==> config.mk <==
export PLATFORM = sky130hd
export DESIGN_NAME = stereo_post_stage
export DESIGN_NICKNAME = d
export VERILOG_FILES = /design/src/rtl/stps_pkg.sv /design/src/rtl/stps_coef_bank.sv /design/src/rtl/stps_gain.sv /design/src/rtl/stps_route.sv /design/src/rtl/stps_zero_watch.sv /design/src/rtl/stereo_post_stage.sv
export SDC_FILE = /design/constraint.sdc
export NUM_CORES = 1
export LEC_CHECK = 0
export CAP_MARGIN = 15
export CORE_UTILIZATION = 63
export DETAILED_ROUTE_END_ITERATION = 10
export PLACE_DENSITY = 0.84
export SYNTH_ARGS = -nofsm -noshare
export SYNTH_HDL_FRONTEND = slang
export SYNTH_SLANG_ARGS = --single-unit
==> constraint.sdc <==
create_clock -name clk -period 16.65 [get_ports clk]
set_input_delay 4.995 -clock clk [delete_from_list [all_inputs] [get_ports clk]]
set_output_delay 4.995 -clock clk [all_outputs]
set_load 0.02 [all_outputs]
==> src/rtl/stps_pkg.sv <==
package stps_pkg;
  localparam int SAMPLE_W = 18;
  localparam int CODE_W   = 8;

  typedef enum logic [1:0] {
    SRC_SILENT = 2'b00,
    SRC_RIGHT  = 2'b01,
    SRC_LEFT   = 2'b10,
    SRC_HALF   = 2'b11
  } route_src_e;
endpackage

==> src/rtl/stps_coef_bank.sv <==
module stps_coef_bank #(
  parameter int C = stps_pkg::CODE_W
) (
  input  logic         clk,
  input  logic         rst_n,
  input  logic         wr_left,
  input  logic         wr_right,
  input  logic [C-1:0] code,
  input  logic         commit,
  input  logic         common,
  input  logic         strobe,
  input  logic         mute_req,
  output logic [C-1:0] eff_left,
  output logic [C-1:0] eff_right,
  output logic [C-1:0] ceiling
);
  localparam logic [C-1:0] FULL = '1;

  logic [C-1:0] applied_q [2];
  logic [1:0]   wr_v;
  logic [C-1:0] ceil_q;

  assign wr_v = {wr_right, wr_left};

  function automatic logic [C-1:0] lower_of(input logic [C-1:0] a, input logic [C-1:0] b);
    return (a < b) ? a : b;
  endfunction

  for (genvar g = 0; g < 2; g++) begin : g_chan
    always_ff @(posedge clk) begin
      if (!rst_n)
        applied_q[g] <= FULL;
      else if (wr_v[g] && commit)
        applied_q[g] <= code;
    end
  end

  always_ff @(posedge clk) begin
    if (!rst_n)
      ceil_q <= FULL;
    else if (strobe) begin
      if (mute_req && ceil_q != '0)
        ceil_q <= ceil_q - 1'b1;
      else if (!mute_req && ceil_q != FULL)
        ceil_q <= ceil_q + 1'b1;
    end
  end

  assign ceiling   = ceil_q;
  assign eff_left  = lower_of(applied_q[0], ceil_q);
  assign eff_right = lower_of(common ? applied_q[0] : applied_q[1], ceil_q);
endmodule

==> src/rtl/stps_gain.sv <==
module stps_gain #(
  parameter int W = stps_pkg::SAMPLE_W,
  parameter int C = stps_pkg::CODE_W
) (
  input  logic signed [W-1:0] sample,
  input  logic        [C-1:0] code,
  output logic signed [W-1:0] scaled
);
  function automatic logic [C:0] code_weight(input logic [C-1:0] c);
    return (c == {C{1'b1}}) ? (C+1)'(1 << C) : {1'b0, c};
  endfunction

  function automatic logic signed [W-1:0] scale(input logic signed [W-1:0] s,
                                                input logic [C-1:0] c);
    logic signed [W+C+1:0] prod;
    prod = s * $signed({1'b0, code_weight(c)});
    return prod[W+C-1:C];
  endfunction

  assign scaled = scale(sample, code);
endmodule

==> src/rtl/stps_route.sv <==
module stps_route
  import stps_pkg::*;
#(
  parameter int W = stps_pkg::SAMPLE_W
) (
  input  logic signed [W-1:0] in_left,
  input  logic signed [W-1:0] in_right,
  input  logic        [3:0]   sel,
  output logic signed [W-1:0] out_left,
  output logic signed [W-1:0] out_right
);
  logic signed [W-1:0] half;
  logic signed [W-1:0] pick [2];

  function automatic logic signed [W-1:0] half_sum(input logic signed [W-1:0] a,
                                                   input logic signed [W-1:0] b);
    logic signed [W:0] s;
    s = {a[W-1], a} + {b[W-1], b};
    return s[W:1];
  endfunction

  assign half = half_sum(in_left, in_right);

  for (genvar g = 0; g < 2; g++) begin : g_out
    route_src_e src;
    assign src = route_src_e'(sel[3-2*g -: 2]);
    always_comb begin
      unique case (src)
        SRC_SILENT: pick[g] = '0;
        SRC_RIGHT:  pick[g] = in_right;
        SRC_LEFT:   pick[g] = in_left;
        default:    pick[g] = half;
      endcase
    end
  end

  assign out_left  = pick[0];
  assign out_right = pick[1];
endmodule

==> src/rtl/stps_zero_watch.sv <==
module stps_zero_watch #(
  parameter int LIMIT = 65536
) (
  input  logic clk,
  input  logic rst_n,
  input  logic strobe,
  input  logic in_zero,
  input  logic bit_tick,
  input  logic enable,
  output logic pull_low
);
  localparam int CW = $clog2(LIMIT + 1);
  localparam logic [CW-1:0] TOP = CW'(LIMIT);

  logic [CW-1:0] run_q;
  logic          armed_q;

  always_ff @(posedge clk) begin
    if (!rst_n) begin
      run_q   <= '0;
      armed_q <= 1'b0;
    end else begin
      if (strobe)
        armed_q <= in_zero;
      if (strobe && !in_zero)
        run_q <= '0;
      else if (armed_q && bit_tick && run_q != TOP)
        run_q <= run_q + 1'b1;
    end
  end

  assign pull_low = enable && (run_q == TOP);
endmodule

==> src/rtl/stereo_post_stage.sv <==
module stereo_post_stage #(
  parameter int SAMPLE_W   = stps_pkg::SAMPLE_W,
  parameter int CODE_W     = stps_pkg::CODE_W,
  parameter int ZERO_TICKS = 65536
) (
  input  logic                       clk,
  input  logic                       rst_n,
  input  logic                       smp_valid,
  input  logic signed [SAMPLE_W-1:0] smp_left,
  input  logic signed [SAMPLE_W-1:0] smp_right,
  input  logic                       bit_tick,
  input  logic                       atten_wr_left,
  input  logic                       atten_wr_right,
  input  logic        [CODE_W-1:0]   atten_code,
  input  logic                       atten_commit,
  input  logic                       atten_common,
  input  logic        [3:0]          route_sel,
  input  logic                       mute_reg,
  input  logic                       mute_n,
  input  logic                       out_disable,
  input  logic                       zero_det_en,
  output logic                       out_valid,
  output logic signed [SAMPLE_W-1:0] out_left,
  output logic signed [SAMPLE_W-1:0] out_right,
  output logic                       zero_pull_low
);
  logic [CODE_W-1:0]          eff_code [2];
  logic [CODE_W-1:0]          mute_lvl_w;
  logic signed [SAMPLE_W-1:0] raw [2];
  logic signed [SAMPLE_W-1:0] scaled [2];
  logic signed [SAMPLE_W-1:0] routed_l, routed_r;
  logic                       in_zero, force_mid, mute_req;

  assign raw[0]   = smp_left;
  assign raw[1]   = smp_right;
  assign in_zero  = (smp_left == '0) && (smp_right == '0);
  assign mute_req = mute_reg || !mute_n;

  stps_coef_bank #(.C(CODE_W)) coef_i (
    .clk(clk), .rst_n(rst_n),
    .wr_left(atten_wr_left), .wr_right(atten_wr_right),
    .code(atten_code), .commit(atten_commit), .common(atten_common),
    .strobe(smp_valid), .mute_req(mute_req),
    .eff_left(eff_code[0]), .eff_right(eff_code[1]), .ceiling(mute_lvl_w)
  );

  for (genvar g = 0; g < 2; g++) begin : g_gain
    stps_gain #(.W(SAMPLE_W), .C(CODE_W)) gain_i (
      .sample(raw[g]), .code(eff_code[g]), .scaled(scaled[g])
    );
  end

  stps_route #(.W(SAMPLE_W)) route_i (
    .in_left(scaled[0]), .in_right(scaled[1]), .sel(route_sel),
    .out_left(routed_l), .out_right(routed_r)
  );

  stps_zero_watch #(.LIMIT(ZERO_TICKS)) zero_i (
    .clk(clk), .rst_n(rst_n), .strobe(smp_valid), .in_zero(in_zero),
    .bit_tick(bit_tick), .enable(zero_det_en), .pull_low(zero_pull_low)
  );

  assign force_mid = out_disable || (zero_pull_low && in_zero);

  always_ff @(posedge clk) begin
    if (!rst_n) begin
      out_valid <= 1'b0;
      out_left  <= '0;
      out_right <= '0;
    end else begin
      out_valid <= smp_valid;
      if (smp_valid) begin
        out_left  <= force_mid ? '0 : routed_l;
        out_right <= force_mid ? '0 : routed_r;
      end
    end
  end
endmodule

==> results of run 1 <==
-- cell usage after synthesis, drive strengths merged (14+ instances only) --
library cell  count  area (sq um)
xor2             33           289
nand2           223           837
and2            173          1080
nor2             72           273
a21oi            54           270
and3             15          93.8
ha              147          1840
edfxtp           16           480
nor2b            44           275
inv             324          1220
dfxtp            63          1260
fa              258          5160
buf              20          93.8
xnor2            50           445
clkbuf           62           236
o21ai            50           250
a21o             15           113
nand3            20           100
a22oi            14           105
mux2i            24           248
or2              18           113
-- critical path: cells and delay by family --
family | cells | cell delay, ns
buffers and inverters | 7 | 1.55
and+or+nand+nor | 7 | 1.06
AOI/OAI and AO/OA | 15 | 3.23
muxes | 2 | 0.66
xor gates and xnor gates | 1 | 0.26
adders and majority gates | 8 | 3.46
-- stage by stage --
stage          hold slack (ns)  setup slack, ns  std cells  util [%]  area [sq um]
2_1_floorplan            0.427             2.70       1891         -         16400
3_3_place_gp             0.446             1.78       2254      69.4         17600
3_5_place_dp             0.467             1.50       2254      69.4         17600
4_1_cts                  0.478             1.88       2270      70.6         17900
5_1_grt                  0.513            0.988       2270      70.6         17900
6_report                 0.476             1.71       2270      70.6         17900
-- registers in the layout, indices dropped and copies added, names as in the netlist --
signal / flops
out_left: 18
out_right: 18
zero_i.run_q: 17
coef_i.applied_q: 16
coef_i.ceiling: 8
out_valid: 1
zero_i.armed_q: 1
-- placed cells by master, fill, tap and decap left out, drive strengths merged, types with 10 or more instances in the layout --
| master | n |
|---|---|
| inv | 325 |
| fa | 258 |
| nand2 | 223 |
| and2 | 173 |
| ha | 147 |
| clkdlybuf4s50 | 97 |
| nor2 | 72 |
| dfxtp | 63 |
| a21oi | 54 |
| xnor2 | 50 |
| o21ai | 50 |
| nor2b | 44 |
| xor2 | 33 |
| mux2i | 24 |
| nand3 | 20 |
| or2 | 18 |
| buf | 18 |
| edfxtp | 16 |
| and3 | 15 |
| a21o | 15 |
| a22oi | 14 |
| nand4 | 13 |
| mux2 | 13 |
| o211ai | 13 |
| nor4 | 13 |
| nor3 | 13 |
| or3 | 11 |
| nand2b | 10 |
| clkbuf | 10 |
-- cell type report --
| class | instances | area [sq um] | share of cell area, % |
|---|---|---|---|
| Clock buffer | 10 | 229 | 1.28 |
| Clock inverter | 6 | 70.1 | 0.392 |
| Inverter | 325 | 1220 | 6.83 |
| Multi-Input combinational cell | 1405 | 13100 | 73.3 |
| Sequential cell | 79 | 1740 | 9.75 |
| Tap cell | 330 | 413 | 2.31 |
| Timing Repair Buffer | 115 | 1110 | 6.19 |
-- path summary, 6_finish.rpt --
check	from	slack, ns	to	cells past startpoint
hold / removal	zero_i.armed_q	0.48	zero_i.armed_q	2
setup / recovery	atten_common	1.71	out_right[17]	40
setup reg to reg	coef_i.ceiling[1]	5.68	out_right[16]	34
hold reg to reg	zero_i.armed_q	0.48	zero_i.armed_q	2
-- routing by layer --
layer	vias up	global-route usage, %	wire [um]
li1	6131	-	-
met1	6605	42.3	17000
met2	544	55.7	19800
met3	99	3.94	2940
met4	0	12.3	1290
met5	-	0	0
-- kinds of logic (layout without fill, tap and decap cells) --
group / Yosys count / after routing / share of synthesized area (%)
fa+ha+maj: 405 / 405 / 42.8
xor+xnor: 83 / 83 / 4.49
simple gates: 639 / 639 / 20.0
mux: 37 / 37 / 2.41
buf+inv: 407 / 456 / 9.47
compound gates: 241 / 241 / 10.2
flops: 79 / 79 / 10.6
==> impl_metrics.env, run 1 <==
export IMPL_drc_errors=0
export IMPL_nNetsFinal=2400
export IMPL_synth_flop_cell="dfxtp_1"
export IMPL_fmax_mhz=66.9
export IMPL_path_clk_slew_ns=0.06
export IMPL_gp_congestion=0.957
export IMPL_netlist_area_sq_mm=0.0164
export IMPL_fill_cells=1952
export IMPL_cts_tree="done"
export IMPL_synth_nets=2356
export IMPL_clock_skew_ns=0.0114
export IMPL_synth_seq_cells=79
export IMPL_worstSetupStartpointType="input port"
export IMPL_arrival_ns=15.24
export IMPL_final_antenna_net_count=0
export IMPL_synth_area_per_cell_sq_um=8.66
export IMPL_ctsResizeCount=0
export IMPL_hold_path_class="reg -> reg"
export IMPL_slew_viol_final=0
export IMPL_clkSinkCount=79
export IMPL_insertion_delay_ns=0.36
export IMPL_antenna_found_initial=0
export IMPL_grt_pass1_wl_um=68600
export IMPL_synthesis_instances=1891
export IMPL_via_per_inst=5.89
export IMPL_areaGrowthSynthToFinish_pct=9.15
export IMPL_clockRootBuffer="clkbuf_16"
export IMPL_maxSlewHeadroom_pct=22.0
export IMPL_core_area_sq_mm=0.0253
export IMPL_synth_edf_count=16
export IMPL_htree_levels=3
export IMPL_seq_area_frac_synth_pct=10.6
export IMPL_outcome="completed"
export IMPL_cap_violations=0
export IMPL_rsz0062_at_grt="false"
export IMPL_critPathKind="in -> reg"
export IMPL_grt_use_total_pct=32.6
export IMPL_dr_pass1_iters=5
export IMPL_grt_pass1_vias=13900
export IMPL_fin_crit_ns=14.94
export IMPL_yosysWarnings=0
export IMPL_timing_final_crit_share_pct=89.7
export IMPL_fp_dieH_um=163
export IMPL_dieArea_sq_mm=0.0266
export IMPL_tns_ns=0
export IMPL_die_w_um=163
export IMPL_crit_path_frequent_cell="fa_1"
export IMPL_numCtsBuffers=9
export IMPL_routed_wl_um=41000
export IMPL_cp_slowest_stage_delay_ns=0.80
export IMPL_hold_viol_final=0
export IMPL_synth_async_reset_ratio_pct=0
export IMPL_grt_max_degree=31
export IMPL_ctsLongestPathBuffers=2
export IMPL_required_ns=16.95
export IMPL_first_iter_violations=993
export IMPL_ys_types=76
export IMPL_cp_max_fo=24
export IMPL_portBuffers=97
export IMPL_wl_per_cell_um=18.1
export IMPL_start_util_pct=64.6
export IMPL_cp_slowest_cell="clkdlybuf4s50_1"
export IMPL_vias=13400
export IMPL_grt_overflow=0
export IMPL_setup_viol=0
export IMPL_hold_buffers=0
export IMPL_rows=58
export IMPL_dp_hpwl_um=33500
export IMPL_worst_pin_slew_ns=1.17
export IMPL_antenna_cells=0
export IMPL_crit_path_end_kind="flop"
export IMPL_post_cts_buffers=0
export IMPL_final_layout_size_suffix_gt1_share_pct=4.12
export IMPL_io_pins=98
Power of run 1 is left out: the tool's default activity adds up to more than one toggle a clock period on the data nets, which glitch-free logic cannot reach.
==> inputs of run 2 (changes only) <==
GPL_TIMING_DRIVEN = 0   (was default)
SLEW_MARGIN = 20   (was default)
==> impl_metrics.env, run 2 (same netlist as run 1, synthesis figures left out) <==
export IMPL_cts_tree="done"
export IMPL_cp_max_fo=10
export IMPL_fp_dieH_um=163
export IMPL_clockRootBuffer="clkbuf_16"
export IMPL_fmax_mhz=63.4
export IMPL_holdWs_ns=0.469
export IMPL_grt_max_degree=15
export IMPL_critical_path_buf_inv_count=9
export IMPL_antenna_found_initial=1
export IMPL_critPathKind="in -> reg"
export IMPL_cap_violations=0
export IMPL_outcome="completed"
export IMPL_required_ns=16.88
export IMPL_gp_congestion=0.954
export IMPL_crit_family="compound AO/OA/AOI/OAI gates"
export IMPL_io_pins=98
export IMPL_htree_levels=3
export IMPL_wl_per_cell_um=17.9
export IMPL_final_common_cell="inv_1"
export IMPL_drc_errors=0
export IMPL_first_iter_violations=1012
export IMPL_grt_use_total_pct=32.2
export IMPL_numCtsBuffers=9
export IMPL_routed_wl_um=41100
export IMPL_rows=58
export IMPL_core_area_sq_mm=0.0253
export IMPL_hold_buffers=0
export IMPL_die_w_um=163
export IMPL_portBuffers=63
export IMPL_maxSlewHeadroom_pct=42.4
export IMPL_slew_viol_final=0
export IMPL_final_antenna_net_count=0
export IMPL_worst_pin_slew_ns=0.860
export IMPL_final_layout_size_suffix_gt1_share_pct=3.35
export IMPL_ctsLongestPathBuffers=2
export IMPL_grt_pass1_vias=13700
export IMPL_start_util_pct=64.6
export IMPL_dp_hpwl_um=34500
export IMPL_grt_overflow=0
export IMPL_nNetsFinal=2430
export IMPL_utilization_pct=70.0
export IMPL_crit_path_end_kind="flop"
export IMPL_vias=13400
export IMPL_crit_path_frequent_cell="fa_1"
export IMPL_path_clk_slew_ns=0.06
export IMPL_timing_final_crit_share_pct=94.8
export IMPL_post_cts_buffers=0
export IMPL_rsz0062_at_grt="false"
export IMPL_areaGrowthSynthToFinish_pct=8.21
export IMPL_cp_slowest_cell="clkdlybuf4s50_1"
export IMPL_insertion_delay_ns=0.35
export IMPL_clock_skew_ns=0.0121
export IMPL_hold_viol_final=0
export IMPL_via_per_inst=5.83
export IMPL_cp_slowest_stage_delay_ns=0.56
export IMPL_final_cell_mix="324 x inv_1, 258 x fa_1, 223 x nand2_1"
export IMPL_clkSinkCount=79
export IMPL_reg_top3="out_left (18), out_right (18), zero_i.run_q (17)"
export IMPL_hold_path_class="reg -> reg"
export IMPL_dieArea_sq_mm=0.0266
export IMPL_setup_viol=0
export IMPL_tns_ns=0
export IMPL_ctsResizeCount=0
export IMPL_grt_pass1_wl_um=67100
export IMPL_worstSetupStartpointType="input port"
export IMPL_dr_pass1_iters=6
export IMPL_fin_crit_ns=15.78
export IMPL_arrival_ns=16.01
run 2: changes by cell type in the layout (fill, tap and decap cells not counted):
cell / delta
buf_6: +1
clkbuf_1: +59
mux2i_1: +1
diode_2: +1
nor2b_2: -1
clkdlybuf4s50_1: -34
mux2i_2: -1
buf_1: +16
clkbuf_2: +3
a211oi_1: +1
nor2b_1: +1
a211oi_2: -1
buf_4: -15
run 2: final timing paths:
kind	from	endpoint	slack (ns)	cells past startpoint
max	atten_common	out_right[16]	0.87	42
min	out_right[5]	out_right[5]	0.47	2
max reg2reg	coef_i.ceiling[1]	out_right[17]	4.94	41
min reg2reg	out_right[5]	out_right[5]	0.47	2
run 2: final cells by class:
class                      instances  area, sq um
antenna                            1         2.50
fill                            1996         7610
multi-input combinational       1405        13100
timing repair buffer              63          631
sequential                        79         1740
tap                              330          413
buffer                            82          330
clock buffer                      10          229
clock inverter                     6         70.1
inverter                         325         1220
run 2: through the flow:
stage,setup WS (ns),area [sq um],instances
final,0.870,17700,2301
after global routing,0.00315,17700,2301
after CTS,0.988,17700,2300
after detailed placement,0.622,17400,2284
after global placement,0.899,17400,2284
after floorplan,2.70,16400,1891
run 2: tightest hold or removal path: cells and delay by family, from the launching register on:
family / cells / cell delay (ns)
compound gates: 1 / 0.06
flops: 1 / 0.33
simple gates: 1 / 0.05
run 2: routing by layer:
layer,vias to the layer above,global-route usage [%],share of wire [%]
li1,6196,-,-
met1,6621,40.3,41
met2,497,56.7,49
met3,101,3.35,6.6
met4,0,13.3,3.9
met5,-,0,0
Power of run 2 is left out for the same reason.
==> inputs of run 3 (changes only) <==
CTS_CLUSTER_SIZE = 25   (was default)
RECOVER_POWER = 50   (was default)
==> impl_metrics.env, run 3 (same netlist as run 1, synthesis figures left out) <==
export IMPL_slew_viol_final=0
export IMPL_ctsResizeCount=0
export IMPL_setup_viol=0
export IMPL_core_area_sq_mm=0.0253
export IMPL_grt_overflow=0
export IMPL_clock_skew_ns=0.0123
export IMPL_tns_ns=0
export IMPL_die_w_um=163
export IMPL_antenna_found_initial=1
export IMPL_portBuffers=63
export IMPL_vias=13400
export IMPL_path_clk_slew_ns=0.06
export IMPL_start_util_pct=64.6
export IMPL_highest_layer="met4"
export IMPL_met1_length_um=16800
export IMPL_wl_per_cell_um=17.8
export IMPL_fin_crit_ns=15.81
export IMPL_final_antenna_net_count=0
export IMPL_maxSlewHeadroom_pct=42.2
export IMPL_crit_path_frequent_cell="fa_1"
export IMPL_fp_dieH_um=163
export IMPL_routed_wl_um=41100
export IMPL_grt_pass1_vias=13700
export IMPL_hold_path_class="reg -> reg"
export IMPL_crit_path_end_kind="flop"
export IMPL_grt_use_total_pct=32.2
export IMPL_critPathKind="in -> reg"
export IMPL_areaGrowthSynthToFinish_pct=8.21
export IMPL_numCtsBuffers=9
export IMPL_cp_max_fo=10
export IMPL_final_common_cell="inv_1"
export IMPL_clockRootBuffer="clkbuf_16"
export IMPL_route_met2_wl_um=20100
export IMPL_cap_violations=0
export IMPL_arrival_ns=16.04
export IMPL_rows=58
export IMPL_grt_pass1_wl_um=67100
export IMPL_first_iter_violations=993
export IMPL_insertion_delay_ns=0.35
export IMPL_required_ns=16.88
export IMPL_via_per_inst=5.83
export IMPL_cp_slowest_cell="clkdlybuf4s50_1"
export IMPL_post_cts_buffers=0
export IMPL_gp_congestion=0.954
export IMPL_fmax_mhz=63.2
export IMPL_dieArea_sq_mm=0.0266
export IMPL_hold_buffers=0
export IMPL_worstSetupStartpointType="input port"
export IMPL_ctsLongestPathBuffers=2
export IMPL_wl_met3_um=2670
export IMPL_timing_final_crit_share_pct=95.0
export IMPL_cts_tree="done"
export IMPL_worst_pin_slew_ns=0.864
export IMPL_io_pins=98
export IMPL_drc_errors=0
export IMPL_outcome="completed"
export IMPL_dp_hpwl_um=34500
export IMPL_grt_max_degree=15
export IMPL_rsz0062_at_grt="false"
export IMPL_final_layout_size_suffix_gt1_share_pct=3.35
export IMPL_dr_pass1_iters=5
export IMPL_nNetsFinal=2430
export IMPL_htree_levels=3
export IMPL_hold_viol_final=0
export IMPL_cp_slowest_stage_delay_ns=0.56
export IMPL_holdWs_ns=0.466
export IMPL_clkSinkCount=79
export IMPL_reg_top3="out_left (18), out_right (18), zero_i.run_q (17)"
export IMPL_final_cell_mix="324 x inv_1, 258 x fa_1, 223 x nand2_1"
==> run 3: worst max-delay path: cells and delay by family <==
| family | cells | cell delay (ns) |
|---|---|---|
| xor gates and xnor gates | 1 | 0.37 |
| AOI/OAI and AO/OA | 16 | 3.44 |
| muxes | 2 | 0.82 |
| and+or+nand+nor | 6 | 0.80 |
| adders and majority gates | 8 | 3.34 |
| buffers and inverters | 9 | 2.27 |
==> run 3: stage by stage <==
step                      instances  area, sq um  util (%)  setup WS [ns]
after global placement         2284        17400      68.8          0.899
after floorplan                1891        16400         -           2.70
after CTS                      2300        17700      69.9          0.988
after detailed placement       2284        17400      68.8          0.622
after global routing           2301        17700      70.0        0.00315
final                          2301        17700      70.0          0.837
==> run 3: final cells by class <==
| cell class | instances | area (sq um) |
|---|---|---|
| Antenna cell | 1 | 2.50 |
| Inverter | 325 | 1220 |
| Sequential cell | 79 | 1740 |
| Clock buffer | 10 | 229 |
| Clock inverter | 6 | 70.1 |
| Fill cell | 1996 | 7610 |
| Tap cell | 330 | 413 |
| Multi-Input combinational cell | 1405 | 13100 |
| Buffer | 82 | 330 |
| Timing Repair Buffer | 63 | 631 |
==> run 3: routing by layer <==
layer	up-vias	track usage, %
met2	525	56.7
met5	-	0
met4	0	13.3
li1	6204	-
met3	102	3.35
met1	6594	40.3
==> run 3: final timing paths <==
kind	startpoint	endpoint	slack [ns]	cells past startpoint
setup reg to reg	coef_i.ceiling[1]	out_left[12]	4.89	40
hold reg to reg	out_right[5]	out_right[5]	0.47	2
hold / removal	out_right[5]	out_right[5]	0.47	2
setup / recovery	atten_common	out_right[16]	0.84	42
Power of run 3 is left out for the same reason.
